--- src/rtl/slice_pkg.sv ---
package slice_pkg;

  // Strobes passed from the control half to the datapath half
  typedef struct packed {
    logic shift;  // strike: move one bit
    logic swap;   // exchange working and shadow registers
  } sliceStrobe_t;

endpackage

--- src/rtl/slice_ctrl.sv ---
module slice_ctrl
  import slice_pkg::*;
#(
  parameter int DIV_W = 12,
  parameter int POS_W = 5
) (
  input  logic             clk,
  input  logic             rstN,
  input  logic             enable,
  input  logic [DIV_W-1:0] divPreset,
  input  logic [POS_W-1:0] posPreset,
  input  logic             matchActive,
  output sliceStrobe_t     strobe
);

  logic [DIV_W-1:0] divCnt;
  logic [POS_W-1:0] posCnt;
  logic             divZero;
  logic             posZero;

  assign divZero = (divCnt == '0);
  assign posZero = (posCnt == '0);

  // Clock divider: strike on zero, then reload from the preset
  always_ff @(posedge clk) begin
    if (!rstN) begin
      divCnt <= '0;
    end else if (enable) begin
      if (divZero) divCnt <= divPreset;
      else         divCnt <= divCnt - 1'b1;
    end
  end

  // Position counter: advances once per strike
  always_ff @(posedge clk) begin
    if (!rstN) begin
      posCnt <= '0;
    end else if (enable && divZero) begin
      if (posZero) posCnt <= posPreset;
      else         posCnt <= posCnt - 1'b1;
    end
  end

  always_comb begin
    strobe.shift = enable && divZero;
    strobe.swap  = enable && divZero && posZero && !matchActive;
  end

endmodule

--- src/rtl/slice_dp.sv ---
module slice_dp
  import slice_pkg::*;
#(
  parameter int WIDTH    = 32,
  parameter bit HAS_MASK = 1'b1
) (
  input  logic             clk,
  input  logic             rstN,
  input  sliceStrobe_t     strobe,
  input  logic             matchActive,
  input  logic             serIn,
  input  logic             shadowWrEn,
  input  logic [WIDTH-1:0] shadowWrData,
  input  logic [WIDTH-1:0] patternMask,
  output logic             serOut,
  output logic [WIDTH-1:0] shadowRdData,
  output logic             shiftEvt,
  output logic             swapEvt,
  output logic             matchEvt
);

  logic [WIDTH-1:0] dataReg;
  logic [WIDTH-1:0] shadowReg;
  logic [WIDTH-1:0] shifted;
  logic [WIDTH-1:0] careBits;
  logic             cmpNow;
  logic             cmpQ;

  assign shifted = {serIn, dataReg[WIDTH-1:1]};

  // Working register: an exchange overrides the plain shift
  always_ff @(posedge clk) begin
    if (!rstN)            dataReg <= '0;
    else if (strobe.swap) dataReg <= shadowReg;
    else if (strobe.shift) dataReg <= shifted;
  end

  // Shadow register: a software write wins over the exchange capture
  always_ff @(posedge clk) begin
    if (!rstN)            shadowReg <= '0;
    else if (shadowWrEn)  shadowReg <= shadowWrData;
    else if (strobe.swap) shadowReg <= shifted;
  end

  generate
    if (HAS_MASK) begin : g_mask
      assign careBits = ~patternMask;
    end else begin : g_nomask
      assign careBits = '1;
    end
  endgenerate

  assign cmpNow = (((dataReg ^ shadowReg) & careBits) == '0);

  // Event strobes and compare history
  always_ff @(posedge clk) begin
    if (!rstN) begin
      shiftEvt <= 1'b0;
      swapEvt  <= 1'b0;
      matchEvt <= 1'b0;
      cmpQ     <= 1'b0;
    end else begin
      shiftEvt <= strobe.shift;
      swapEvt  <= strobe.swap;
      matchEvt <= matchActive && cmpNow && !cmpQ;
      cmpQ     <= matchActive && cmpNow;
    end
  end

  assign serOut       = dataReg[0];
  assign shadowRdData = shadowReg;

endmodule

--- src/rtl/shadow_shift_slice.sv ---
module shadow_shift_slice
  import slice_pkg::*;
#(
  parameter int WIDTH    = 32,
  parameter int DIV_W    = 12,
  parameter bit HAS_MASK = 1'b1,
  localparam int POS_W   = $clog2(WIDTH)
) (
  input  logic             clk,
  input  logic             rstN,
  input  logic             enable,
  input  logic [DIV_W-1:0] divPreset,
  input  logic [POS_W-1:0] posPreset,
  input  logic             matchModeCfg,
  input  logic             matchIrqEn,
  input  logic [WIDTH-1:0] patternMask,
  input  logic             serIn,
  output logic             serOut,
  input  logic             shadowWrEn,
  input  logic [WIDTH-1:0] shadowWrData,
  output logic [WIDTH-1:0] shadowRdData,
  output logic             shiftEvt,
  output logic             swapEvt,
  output logic             matchEvt
);

  sliceStrobe_t strobe;
  logic         matchActive;

  assign matchActive = matchModeCfg && matchIrqEn;

  slice_ctrl #(
    .DIV_W(DIV_W),
    .POS_W(POS_W)
  ) u_ctrl (
    .clk        (clk),
    .rstN       (rstN),
    .enable     (enable),
    .divPreset  (divPreset),
    .posPreset  (posPreset),
    .matchActive(matchActive),
    .strobe     (strobe)
  );

  slice_dp #(
    .WIDTH   (WIDTH),
    .HAS_MASK(HAS_MASK)
  ) u_dp (
    .clk         (clk),
    .rstN        (rstN),
    .strobe      (strobe),
    .matchActive (matchActive),
    .serIn       (serIn),
    .shadowWrEn  (shadowWrEn),
    .shadowWrData(shadowWrData),
    .patternMask (patternMask),
    .serOut      (serOut),
    .shadowRdData(shadowRdData),
    .shiftEvt    (shiftEvt),
    .swapEvt     (swapEvt),
    .matchEvt    (matchEvt)
  );

endmodule

--- config.mk ---
export PLATFORM = sky130hd
export DESIGN_NAME = shadow_shift_slice
export DESIGN_NICKNAME = d
export VERILOG_FILES = /design/src/rtl/slice_pkg.sv /design/src/rtl/slice_ctrl.sv /design/src/rtl/slice_dp.sv /design/src/rtl/shadow_shift_slice.sv
export SDC_FILE = /design/constraint.sdc
export NUM_CORES = 1
export LEC_CHECK = 0
export BUFFER_PORTS_ARGS = -buffer_cell sky130_fd_sc_hd__buf_4
export CAP_MARGIN = 20
export CORE_UTILIZATION = 35
export CTS_CLUSTER_DIAMETER = 30
export DETAILED_ROUTE_END_ITERATION = 10
export REMOVE_ABC_BUFFERS = 1
export SKIP_LAST_GASP = 1
export SLEW_MARGIN = 0
export SYNTH_ARGS = -nofsm -noshare
export SYNTH_HDL_FRONTEND = slang
export SYNTH_SLANG_ARGS = --single-unit
--- constraint.sdc ---
create_clock -name clk -period 2.3 [get_ports clk]
set_clock_uncertainty 0.2 [all_clocks]
set_input_delay 0.115 -clock clk [delete_from_list [all_inputs] [get_ports clk]]
set_output_delay 0.115 -clock clk [all_outputs]
set_load 0.02 [all_outputs]
Word level (Yosys, flattened, before mapping)
Cells that the tools add are included.
{"block": "classes", "bitwise": 3, "n_reduce_logical": 13, "n_addsub": 2, "n_mux": 6}
{"operator": "32-bit 2-to-1 mux", "n": 4}
{"operator": "32-bit bitwise AND", "n": 1}
{"operator": "32-bit logical NOT", "n": 1}
{"operator": "32-bit NOT", "n": 1}
{"operator": "32-bit bitwise XOR", "n": 1}
{"operator": "12-bit logical NOT", "n": 1}
{"operator": "12-bit 2-to-1 mux", "n": 1}
{"operator": "12-bit by 1-bit subtractor with 12-bit output, second input constant", "n": 1}
{"operator": "1-bit logical AND", "n": 6}
{"operator": "5-bit logical NOT", "n": 1}
{"operator": "5-bit 2-to-1 mux", "n": 1}
{"operator": "5-bit by 1-bit subtractor with 5-bit output, second input constant", "n": 1}
{"operator": "2-bit nonzero test", "n": 2}
{"operator": "1-bit logical NOT", "n": 2}
{"block": "word_totals", "elab_cells": 32, "reg_bits": 85}

Depth between registers and ports, before layout
{"block": "depth", "ltp_word": 6, "mapped_depth": 10, "ltp_nobuf": 7}

By module
Synthesis repeated with hierarchy kept, for this count alone.
{"block": "unflattened", "cells_unflattened": 554, "hier_area_um2": 4700.8}
{"mod": "slice_dp", "seq_area_each_um2": 1361.3, "area_each_um2": 3568.4, "cells_per_inst": 417, "n_inst": 1}
{"mod": "slice_ctrl", "seq_area_each_um2": 340.3, "area_each_um2": 1126.1, "cells_per_inst": 136, "n_inst": 1}
{"mod": "shadow_shift_slice", "seq_area_each_um2": 0.0, "area_each_um2": 6.3, "cells_per_inst": 1, "n_inst": 1}

Least setup slack after synthesis
No wires, ideal clock.
{"block": "synth_timing", "path_type": "register to register", "from": "register u_ctrl.posCnt[0]", "to": "register u_dp.dataReg[10]", "setup_ns": 0.132, "path_slack_ns": 0.207, "arrival_time_ns": 1.760, "period_less_slack_ns": 2.093, "path_buffers": 2, "stages_incl_launch_ff": 9, "t_required_ns": 1.968, "cell_sequence": "dfxtp_1 > inv_1 > ha_1 > nor4b_2 > and2_1 > buf_2 > buf_2 > mux2i_1 > a21oi_1"}
{"block": "synth_between", "elab_chain_len": 4, "elab_cells_between_ends": 5, "classes_between": "1 x mux; 4 x reduce/logical"}
{"item": "start, declared", "line_no": "slice_ctrl.sv:17", "text": "logic [POS_W-1:0] posCnt;"}
{"item": "start signal, assigned", "line_no": "slice_ctrl.sv:39", "text": "if (posZero) posCnt <= posPreset;"}
{"item": "start signal, assigned", "line_no": "slice_ctrl.sv:40", "text": "else posCnt <= posCnt - 1'b1;"}
{"item": "5-bit logical NOT (*)", "line_no": "slice_ctrl.sv:22", "text": "assign posZero = (posCnt == '0);"}
{"item": "1-bit logical AND (*) (2 in series)", "line_no": "slice_ctrl.sv:46", "text": "strobe.swap = enable && divZero && posZero && !matchActive;"}
{"item": "32-bit 2-to-1 mux / 2-bit nonzero test (equally long branches)"}
{"item": "end signal, assigned", "line_no": "slice_dp.sv:34", "text": "else if (strobe.swap) dataReg <= shadowReg;"}
{"item": "end signal, assigned", "line_no": "slice_dp.sv:35", "text": "else if (strobe.shift) dataReg <= shifted;"}
{"item": "end, declared", "line_no": "slice_dp.sv:22", "text": "logic [WIDTH-1:0] dataReg;"}
Mark *: on every way between the ends. The rest lies on a longest branch, timed or not.
A chain may end at the register's enable or synchronous reset.

Worst setup path after layout
{"block": "layout_timing", "from": "register u_ctrl.divCnt[8]", "to": "register u_dp.shadowReg[16] (netlist: u_dp.shadowRdData[16])"}
{"block": "layout_between", "elab_chain_len": 5}
{"item": "start, declared", "line_no": "slice_ctrl.sv:16", "text": "logic [DIV_W-1:0] divCnt;"}
{"item": "start signal, assigned", "line_no": "slice_ctrl.sv:29", "text": "if (divZero) divCnt <= divPreset;"}
{"item": "start signal, assigned", "line_no": "slice_ctrl.sv:30", "text": "else divCnt <= divCnt - 1'b1;"}
{"item": "12-bit logical NOT", "line_no": "slice_ctrl.sv:21", "text": "assign divZero = (divCnt == '0);"}
{"item": "1-bit logical AND (3 in series)", "line_no": "slice_ctrl.sv:46"}
{"item": "2-bit nonzero test (no source line)"}
{"item": "end signal, assigned", "line_no": "slice_dp.sv:41", "text": "else if (shadowWrEn) shadowReg <= shadowWrData;"}
{"item": "end signal, assigned", "line_no": "slice_dp.sv:42", "text": "else if (strobe.swap) shadowReg <= shifted;"}
{"item": "end, declared", "line_no": "slice_dp.sv:23", "text": "logic [WIDTH-1:0] shadowReg;"}
Every way passes these cells.

==> metrics.cfg <==
[layout]
drive_above_1_share = 0.2481
nets = 742
fin_cells = 800
final_cell_mix = buf_4 (137), dfxtp_1 (85), a21oi_1 (74)
n_antenna_cell = 0
design_area_sq_um = 6198
post-route-util = 0.5337
nFillCells = 1070
area_delta_synth_final_pct = 46.22
final_common_cell = buf_4

[floorplan]
core_area_sq_um = 11610
rows = 39
die_x_um = 112.1
start_util = 0.3650
die_h_um = 112.1
io_pins = 124
die_area_sq_um = 12560

[sta]
period_share = 0.9671
max_freq_mhz = 449.6
finalSetupViolCount = 0
slew_viol_final = 0
maxSlewHeadroom = 0.6574
fin_crit_ps = 2224
hold_violations = 1
whs_ps = -18.23
rsz0062_at_grt = true
worst_slew_pin_slew_ps = 513.4

[logic_synthesis]
synth_area_sq_um = 4239
synth-seq-area-share = 0.4014
ys_ff_latch = 85
synthFlopType = dfxtp_1
synth_edf_count = 0
synth_async_sr_flop_share = 0
postSynthCellCount = 486
syn_avg_cell_area_sq_um = 8.722
ys_warn_count = 0
ys_types = 40

[placement]
io_buffers = 123
post-place-cells = 733
place_congestion = 0.8273
hpwl_um = 8714
place_area_sq_um = 5333

[drt]
routed_wl_um = 12760
ant_nets = 0
first_pass_iters = 7
drcViolationCount = 4
vias = 4240
post_drt_wl_per_cell_um = 15.95
drt-initial-drc-count = 252
vias_per_cell = 5.300

[power]
internal_power_mw = 4.250
switching_share = 0.3676
cellLeakagePower_nw = 2.640
design_power_total_mw = 6.720
netSwitchingPower_mw = 2.470
power-per-cell-area_nw_per_um2 = 1084
power_frac_clock = 0.251
seq_power_share = 0.333
max-vdd-ir-drop_uv = 374.5
comb_power_share = 0.416

[worst_setup_path]
critPathLaunchType = register
worstSetupPathType = register to register
path_max_fanout = 46
worstPathRequired_ps = 2360
end_kind = register
cp.arrival_ps = 2280

[grt]
grt_overflow_total = 0
grt_use_total = 0.2043
antenna_found_initial = 0
grt_pass1_wl_um = 20290
grt_start_max_net_pins = 49
grt_pass1_vias = 4070

[outcome]
status = finished, violations left
violations = design-rule violations, negative hold slack

[clock_tree]
clock-sinks = 85
cts_buffers = 9
root_buffer = clkbuf_16
path_clk_slew_ps = 60
tritoncts = done
clock_latency_ps = 340
htree_levels = 3
clock_path_buffers = 2

[job]
drv_cap = 0

[min_path]
hold_path_class = primary input to register

## registers in the layout (all words and copies together) (netlist names)
register	cells
u_dp.shiftEvt	1
u_dp.cmpQ	1
u_ctrl.divCnt	12
u_dp.dataReg	32
u_ctrl.posCnt	5
u_dp.swapEvt	1
u_dp.shadowRdData	32
u_dp.matchEvt	1
## worst max-delay path: stages, from the launching register on
cell and delay (ps):
dfxtp_1 350, or3_1 440, nor4b_4 310, buf_4 190
a21o_2 160, buf_12 220, o21ai_1 90, a21oi_1 170
## routing by layer
layer | vias up | track usage | routed length, um
li1 | 2116 | - | -
met1 | 1980 | 0.2607 | 5832
met2 | 131 | 0.3412 | 6010
met3 | 13 | 0.04158 | 726
met4 | 0 | 0.07644 | 187
met5 | - | 0 | 0
## cell families after synthesis
kind of cell               Yosys count  synth area share
AOI/OAI and AO/OA                  175            0.2184
xor gates and xnor gates            33           0.06818
adders and majority gates            2          0.005902
buffers and inverters               39           0.03955
DFF                                 85            0.4014
muxes                               67            0.1582
and+or+nand+nor                     85            0.1083
## area by class of cell
class                           count  area, sq um  area share
Tap cell                          143        178.9     0.02887
Multi-Input combinational cell    362         2382      0.3843
Inverter                            5        18.77    0.003028
Clock inverter                      7        122.6     0.01978
Sequential cell                    85         1702      0.2745
Clock buffer                        9        225.2     0.03633
Timing Repair Buffer              189         1569      0.2531
## power by group through the flow
stage	clock network, mW	registers (mW)	logic, mW
3_5_place_dp	0	2.26	2.69
4_1_cts	1.71	2.23	2.78
2_1_floorplan	0	2.28	1.71
6_report	1.69	2.24	2.80
3_3_place_gp	0	2.25	2.66
5_1_grt	1.78	2.29	3.06
## final timing paths
path	endpoint	from	slack, ps	depth (start not counted)
hold / removal	u_ctrl.divCnt[7]	divPreset[7]	-20	4
setup reg to reg	u_dp.shadowRdData[16]	u_ctrl.divCnt[8]	80	7
hold reg to reg	u_dp.matchEvt	u_dp.cmpQ	310	3
setup / recovery	u_dp.shadowRdData[16]	u_ctrl.divCnt[8]	80	7
## metrics by stage
stage	TNS, ps	hold WS, ps	worst slack (ps)
6_report	0	-18.23	75.64
5_1_grt	-83.47	39.84	-75.42
3_3_place_gp	0	189.4	93.46
3_5_place_dp	0	193.5	49.16
4_1_cts	0	0.2697	26.18
2_1_floorplan	-81580	4.359	-1783
## synthesized netlist by cell type (5+ instances only)
cell,number,area (sq um)
nor2_1,24,90.09
mux2i_1,67,670.6
clkbuf_1,23,86.33
xnor2_1,33,289.0
nor3_1,8,40.04
or3_1,6,37.54
o22ai_1,16,100.1
dfxtp_1,85,1702
buf_2,8,40.04
a21oi_1,74,370.4
o21ai_1,28,140.1
inv_1,5,18.77
nand2_1,18,67.56
o21ai_0,46,230.2
nor4_1,5,31.28
## timing repair
action | 4_1_cts | 5_1_grt
setup endpoints to repair | 0 | 48
setup buffers | 0 | 1
gates resized for setup | 0 | 2
hold buffers | 50 | 0
endpoints found under the hold margin | 57 | 0
(Power assumes the default switching activity.)
